--- config.mk ---
export PLATFORM = sky130hd
export DESIGN_NAME = tracking_adc_ctrl
export DESIGN_NICKNAME = d
export VERILOG_FILES = /design/src/rtl/tadc_pkg.sv /design/src/rtl/tadc_dir_decode.sv /design/src/rtl/tadc_sat_counter.sv /design/src/rtl/tadc_status.sv /design/src/rtl/tracking_adc_ctrl.sv
export SDC_FILE = /design/constraint.sdc
export NUM_CORES = 1
export LEC_CHECK = 0
export BUFFER_PORTS_ARGS = -buffer_cell sky130_fd_sc_hd__buf_2
export CAP_MARGIN = 20
export CORE_MARGIN = 10
export CORE_UTILIZATION = 44
export DETAILED_ROUTE_END_ITERATION = 8
export MAX_ROUTING_LAYER = met4
export PLACE_DENSITY = 0.69
export RECOVER_POWER = 100
export SLEW_MARGIN = 20
export SYNTH_ARGS = -nofsm -noshare
export SYNTH_HDL_FRONTEND = slang
export SYNTH_SLANG_ARGS = --single-unit
--- constraint.sdc ---
create_clock -name clk -period 3.15 [get_ports clk]
set_clock_uncertainty 0.05 [all_clocks]
set_input_delay 0.315 -clock clk [delete_from_list [all_inputs] [get_ports clk]]
set_output_delay 0.315 -clock clk [all_outputs]
set_load 0.05 [all_outputs]
--- src/rtl/tadc_pkg.sv ---
package tadc_pkg;

    // Decision taken from the comparator pair in one clock cycle.
    typedef enum logic [2:0] {
        STEP_FREEZE   = 3'd0,
        STEP_MATCH    = 3'd1,
        STEP_UP       = 3'd2,
        STEP_DOWN     = 3'd3,
        STEP_CONFLICT = 3'd4
    } step_e;

    function automatic step_e classify(input logic en, input logic above, input logic below);
        step_e s;
        if (!en)                s = STEP_FREEZE;
        else if (above && below) s = STEP_CONFLICT;
        else if (above)          s = STEP_UP;
        else if (below)          s = STEP_DOWN;
        else                     s = STEP_MATCH;
        return s;
    endfunction

    function automatic logic is_moving(input step_e s);
        return (s == STEP_UP) || (s == STEP_DOWN);
    endfunction

endpackage

--- src/rtl/tadc_dir_decode.sv ---
module tadc_dir_decode
    import tadc_pkg::*;
(
    input  logic  enable,
    input  logic  above,
    input  logic  below,
    output step_e step
);
    always_comb begin
        step = classify(enable, above, below);
    end
endmodule

--- src/rtl/tadc_sat_counter.sv ---
module tadc_sat_counter
    import tadc_pkg::*;
#(
    parameter int WIDTH = 8
) (
    input  logic             clk,
    input  logic             rst,
    input  step_e            step,
    output logic [WIDTH-1:0] code
);
    localparam logic [WIDTH-1:0] CODE_MAX = {WIDTH{1'b1}};
    localparam logic [WIDTH-1:0] CODE_MID = {1'b1, {(WIDTH-1){1'b0}}};
    localparam logic [WIDTH-1:0] ONE      = {{(WIDTH-1){1'b0}}, 1'b1};

    logic             at_top, at_bottom;
    logic [WIDTH-1:0] code_nxt;

    always_comb begin
        at_top    = (code == CODE_MAX);
        at_bottom = (code == '0);
        code_nxt  = code;
        unique case (step)
            STEP_UP:   if (!at_top)    code_nxt = code + ONE;
            STEP_DOWN: if (!at_bottom) code_nxt = code - ONE;
            default:   code_nxt = code;
        endcase
    end

    always_ff @(posedge clk) begin
        if (rst) code <= CODE_MID;
        else     code <= code_nxt;
    end

    assert_top_no_wrap_R6: assert property (@(posedge clk) disable iff (rst)
        (code == CODE_MAX) |=> (code != '0));
    assert_bottom_no_wrap_R7: assert property (@(posedge clk) disable iff (rst)
        (code == '0) |=> (code != CODE_MAX));
    assert_single_step_R10: assert property (@(posedge clk) disable iff (rst)
        1'b1 |=> ((code - $past(code)) == '0 || (code - $past(code)) == ONE
                  || ($past(code) - code) == ONE));
    assert_hold_when_idle_R4: assert property (@(posedge clk) disable iff (rst)
        !is_moving(step) |=> $stable(code));
    assert_up_moves_R2: assert property (@(posedge clk) disable iff (rst)
        (step == STEP_UP && code != CODE_MAX) |=> (code == $past(code) + ONE));
    assert_down_moves_R3: assert property (@(posedge clk) disable iff (rst)
        (step == STEP_DOWN && code != '0) |=> (code == $past(code) - ONE));
endmodule

--- src/rtl/tadc_status.sv ---
module tadc_status
    import tadc_pkg::*;
(
    input  logic  clk,
    input  logic  rst,
    input  step_e step,
    output logic  valid,
    output logic  err
);
    always_ff @(posedge clk) begin
        if (rst) begin
            valid <= 1'b0;
            err   <= 1'b0;
        end else begin
            valid <= (step == STEP_MATCH);
            if (step == STEP_CONFLICT) err <= 1'b1;
        end
    end

    assert_err_sticky_R5: assert property (@(posedge clk) disable iff (rst)
        err |=> err);
    assert_err_on_conflict_R5: assert property (@(posedge clk) disable iff (rst)
        (step == STEP_CONFLICT) |=> err);
    assert_valid_after_match_R4: assert property (@(posedge clk) disable iff (rst)
        (step == STEP_MATCH) |=> valid);
    assert_valid_only_after_match_R4: assert property (@(posedge clk) disable iff (rst)
        (step != STEP_MATCH) |=> !valid);
endmodule

--- src/rtl/tracking_adc_ctrl.sv ---
module tracking_adc_ctrl
    import tadc_pkg::*;
#(
    parameter int WIDTH = 8
) (
    input  logic             clk,
    input  logic             rst,
    input  logic             enable,
    input  logic             up_in,
    input  logic             down_in,
    output logic [WIDTH-1:0] dac_code,
    output logic             sample_valid,
    output logic             conflict_err
);
    localparam logic [WIDTH-1:0] CODE_MID = {1'b1, {(WIDTH-1){1'b0}}};

    step_e step;

    tadc_dir_decode u_decode (
        .enable (enable),
        .above  (up_in),
        .below  (down_in),
        .step   (step)
    );

    tadc_sat_counter #(.WIDTH(WIDTH)) u_count (
        .clk  (clk),
        .rst  (rst),
        .step (step),
        .code (dac_code)
    );

    tadc_status u_status (
        .clk   (clk),
        .rst   (rst),
        .step  (step),
        .valid (sample_valid),
        .err   (conflict_err)
    );

    assert_reset_state_R1: assert property (@(posedge clk)
        rst |=> (dac_code == CODE_MID && !sample_valid && !conflict_err));
    assert_freeze_R8: assert property (@(posedge clk) disable iff (rst)
        !enable |=> ($stable(dac_code) && !sample_valid && $stable(conflict_err)));
endmodule

### Word-level counts from Yosys, hierarchy flattened

Index checks and enable logic that the tools add are counted.
W data, S select, Z words.

| cells by class | value |
|---|---|
| add/sub/neg operators | 2 |
| multiply operators | 0 |
| divide/modulo/power cells | 0 |
| magnitude comparators | 0 |
| equal/unequal tests | 7 |
| shifts and indexed selects | 0 |
| muxes and demuxes | 7 |
| bitwise operators | 0 |
| reductions and logical operators | 4 |

Operators with widths:

| operator | number |
|---|---|
| $mux W8 | 2 |
| $pmux W8 S2 | 1 |
| $mux W3 | 3 |
| $add A8 B1 Y8 const B | 1 |
| $eq A8 B8 Y1 const B | 1 |
| $logic_not A8 Y1 | 1 |
| $sub A8 B1 Y8 const B | 1 |
| $eq A3 B2 Y1 const B | 2 |
| $ne A2 B2 Y1 const B | 2 |
| $eq A3 B1 Y1 const B | 1 |
| $eq A3 B3 Y1 const B | 1 |
| $reduce_and A3 Y1 | 1 |
| $mux W2 | 1 |
| $reduce_bool A2 Y1 | 1 |
| $logic_and A1 B1 Y1 | 1 |

| storage, ports and cells | value |
|---|---|
| flip-flop bits (word level) | 10 |
| latch bits | 0 |
| RAM bits | 0 |
| ROM bits | 0 |
| input port bits | 5 |
| output and inout bits | 10 |
| logic and storage cells | 23 |
| memories kept | 0 |

### Depth between registers and ports, before layout

| logic depth | value |
|---|---|
| word-level depth | 7 |
| mapped depth | 9 |
| depth with buffers taken out | 8 |

### By module

A second synthesis with hierarchy kept.

| second synthesis, totals | value |
|---|---|
| cell total of the unflattened synthesis | 78 |
| area total of the unflattened synthesis | 708.2 µm² |

By module, submodules not included:

| module | instances | cells each | area each (µm²) | seq. area each (µm²) |
|---|---|---|---|---|
| tadc_sat_counter | 1 | 68 | 603.1 | 160.2 |
| tadc_status | 1 | 6 | 66.3 | 40.0 |
| tadc_dir_decode | 1 | 4 | 38.8 | 0.0 |

### Worst setup path after synthesis

Ideal clock, no wire load.

| timing path | value |
|---|---|
| kind | in2reg |
| start point | input up_in |
| end point | register u_count.code[6] |
| library setup time | 0.121 ns |
| arrival time | 2.217 ns |
| data required time | 2.979 ns |
| path slack | 0.762 ns |
| cell stages on the path | 9 |
| path buffers | 1 |
| path through | ha_1 -> and4bb_2 -> buf_6 -> xor2_1 -> ha_1 -> nor4_1 -> nand3_1 -> a211oi_1 -> mux2_2 |

| between the ends | value |
|---|---|
| word-level cells in the longest chain between the ends | 6 |
| elaborated cells between the ends (all ways) | 11 |
| those cells by class | eq/ne: 4; mux: 4; reduce/logical: 3 |

RTL lines:

| element | line | source |
|---|---|---|
| from (decl) | tracking_adc_ctrl.sv:9 | `input logic up_in,` |
| $mux W3 / $logic_and A1 B1 Y1 (equally long branches) | tadc_pkg.sv:16, tadc_pkg.sv:15 |  |
| $mux W3 * | tadc_pkg.sv:15 | `else if (above && below) s = STEP_CONFLICT;` |
| $mux W3 * | tadc_pkg.sv:14 | `if (!en) s = STEP_FREEZE;` |
| $eq A3 B2 Y1 | tadc_sat_counter.sv:22 | `unique case (step)` |
| $ne A2 B2 Y1 (no source line) / $reduce_bool A2 Y1 (equally long branches) | - |  |
| $reduce_and A3 Y1 (no source line) | - |  |
| to (signal assigned) | tadc_sat_counter.sv:31 | `else code <= code_nxt;` |
| to (decl) | tadc_sat_counter.sv:9 | `output logic [WIDTH-1:0] code` |

Mark *: on every way between the ends. The rest lies on a longest branch, timed or not.
A chain may end at the register's enable or synchronous reset.

### Worst setup path in the final report

Ends and elaborated chain as after synthesis.

==> impl_metrics.ini <==
[outcome]
status = finished clean

[worst_hold_path]
hold_class = in -> reg

[worst_setup_path]
critical_path_required_ps = 3260
crit_fanout = 8
arrival_ps = 2590
crit_path_start_kind = input pin
critPathKind = in -> reg
end_kind = register

[floorplanning]
die-height_microns = 58.5
start_util_pct = 48.3
core_sq_um = 1350
die_area_sq_um = 3420
io_pins = 15
rows = 13
die_w_microns = 58.5

[clocking]
cts_tree = done
clkLatencyLatePin_ps = 260
cts_resized = 0
clk_path_buf_depth = 2
cts-root-buf = clkbuf_4
path_clk_slew_ps = 70
post-cts-setup-buffer-count = 0
clock_sinks = 10
ctsHoldBuffers = 0
cts_buffers = 3
htree_levels = 1

[timing]
fmax_mhz = 403
grt_setup_unrepaired = false
setup_viol = 0
min_period_ps = 2480
final.setup.tns_ps = 0
hold_ws_ps = 269
worst_pin_slew_ps = 605
drv_slew = 0
relSlewSlack_pct = 59.8
period_share_pct = 78.7
hold_violations = 0

[logic_synthesis]
synth_top_area_share_pct = 30.7
synth_nets = 83
ys_seq_elements = 10
synth.yosys.warnings = 0
synth_area_sq_um = 652
synth_top_area_cell = dfxtp_1
synth.distinct_cells = 34
synthCells = 76
ys_seq_area_share_pct = 30.7
netlist_top_cells_area = dfxtp_1 31%, a21oi_1 4.6%, mux2i_1 4.6%
avgSynthCellArea_sq_um = 8.58

[global_routing]
grt_pass1_wl_microns = 2360
grt_start_max_net_pins = 13
grt_antenna_before_repair = 0
grt.overflow.total = 0
gr-usage-all-layers_pct = 8.76
grt_pass1_vias = 544

[route]
vias = 626
drt-wirelength-per-cell_microns = 14.0
routed_wl_microns = 1440
first_iter_violations = 9
remaining_drc_errors = 0
first_pass_iters = 4
avgViaCountPerCell = 6.08
drtAntennaViolNets = 0

[placement]
place_area_sq_um = 704
dpl.hpwl_microns = 1070
port_buffers = 14
routabilityCongestion = 0.747

[pwr]
ir_worst_vdd_uv = 259
power.leakage_nw = 0.254
total_power_w = 0.000286
power_density_nw_per_um2 = 401

[layout]
design_area_sq_um = 713
diodes = 0
final_net_count = 97
final_cell_mix = 11 x clkbuf_1, 10 x dfxtp_1, 8 x nor2_1
syn_to_final_growth_pct = 9.41
drive_gt1_share_pct = 13.6
final_common_cell = clkbuf_1

[flow_run]
maxCapViolations = 0
-- kinds of logic after synthesis --
logic type,count (synthesis),share of synthesized area [%]
buffers and inverters,7,7.29
AOI/OAI and AO/OA,16,15.7
DFF,10,30.7
xor gates and xnor gates,1,1.34
and+or+nand+nor,35,33.0
muxes,5,8.06
adders and majority gates,2,3.84
-- critical path, cell delays in order --
cell      delay (ps)
clkbuf_1         220
ha_1             320
and4bb_1         320
xor2_1           180
ha_1             230
nor4_1           260
nand3_1          120
a211oi_1         260
mux2_2           360
-- metal layers --
layer	share of wire (%)	wire length, microns	vias to the layer above	track usage (%)
met1	47	672	297	9.69
met5	0	0	-	-
met3	5.6	80	4	4.08
met2	46	666	12	12.7
li1	-	-	313	-
met4	1.3	19	0	4.70
-- Yosys cell counts --
library cell / count
a211oi_1: 2
a21oi_1: 6
a31o_2: 1
a41oi_1: 1
and3_1: 1
and3_2: 1
and4bb_2: 1
buf_2: 2
buf_4: 1
buf_6: 2
clkbuf_1: 1
dfxtp_1: 10
ha_1: 2
inv_1: 1
mux2_2: 2
mux2i_1: 3
nand2_1: 1
nand2b_1: 1
nand3_1: 3
nand3b_1: 2
nand4_1: 1
nand4b_1: 2
nor2_1: 8
nor2b_1: 2
nor3_1: 4
nor4_1: 2
nor4_2: 1
o21ai_0: 2
o21bai_1: 1
o31ai_1: 3
or3_1: 1
or3b_2: 1
or4_1: 3
xor2_1: 1
-- sequential cells by signal, summed over array words and instances (netlist names) --
name,count
u_status.err,1
u_count.code,8
u_status.valid,1
-- worst paths after layout --
| check | startpoint | end | slack (ps) | depth (start not counted) |
|---|---|---|---|---|
| setup / recovery | up_in | u_count.code[6] | 670 | 9 |
| hold / removal | enable | u_status.valid | 270 | 3 |
| setup reg to reg | u_count.code[1] | u_count.code[6] | 1180 | 6 |
| hold reg to reg | u_status.err | u_status.err | 430 | 2 |
-- cell type report --
class	count	area [sq um]
Clock buffer	3	22.5
Fill cell	145	637
Sequential cell	10	200
Timing Repair Buffer	15	63.8
Inverter	1	3.75
Multi-Input combinational cell	59	404
Tap cell	15	18.8
-- metrics by stage --
| stage | util (%) | worst slack [ps] | cells |
|---|---|---|---|
| after floorplan | - | 762 | 76 |
| after global placement | 52.2 | 524 | 100 |
| after detailed placement | 52.2 | 477 | 100 |
| after CTS | 53.8 | 749 | 103 |
| after global routing | 52.8 | 427 | 103 |
| final | 52.8 | 671 | 103 |
-- power breakdown --
| group | total (W) | switching, W | internal (W) |
|---|---|---|---|
| sequential | 0.000139 | 0.00000740 | 0.000131 |
| clock | 0.0000898 | 0.0000456 | 0.0000442 |
| combinational | 0.0000578 | 0.0000389 | 0.0000190 |
Power figures use the tool's default switching activity.
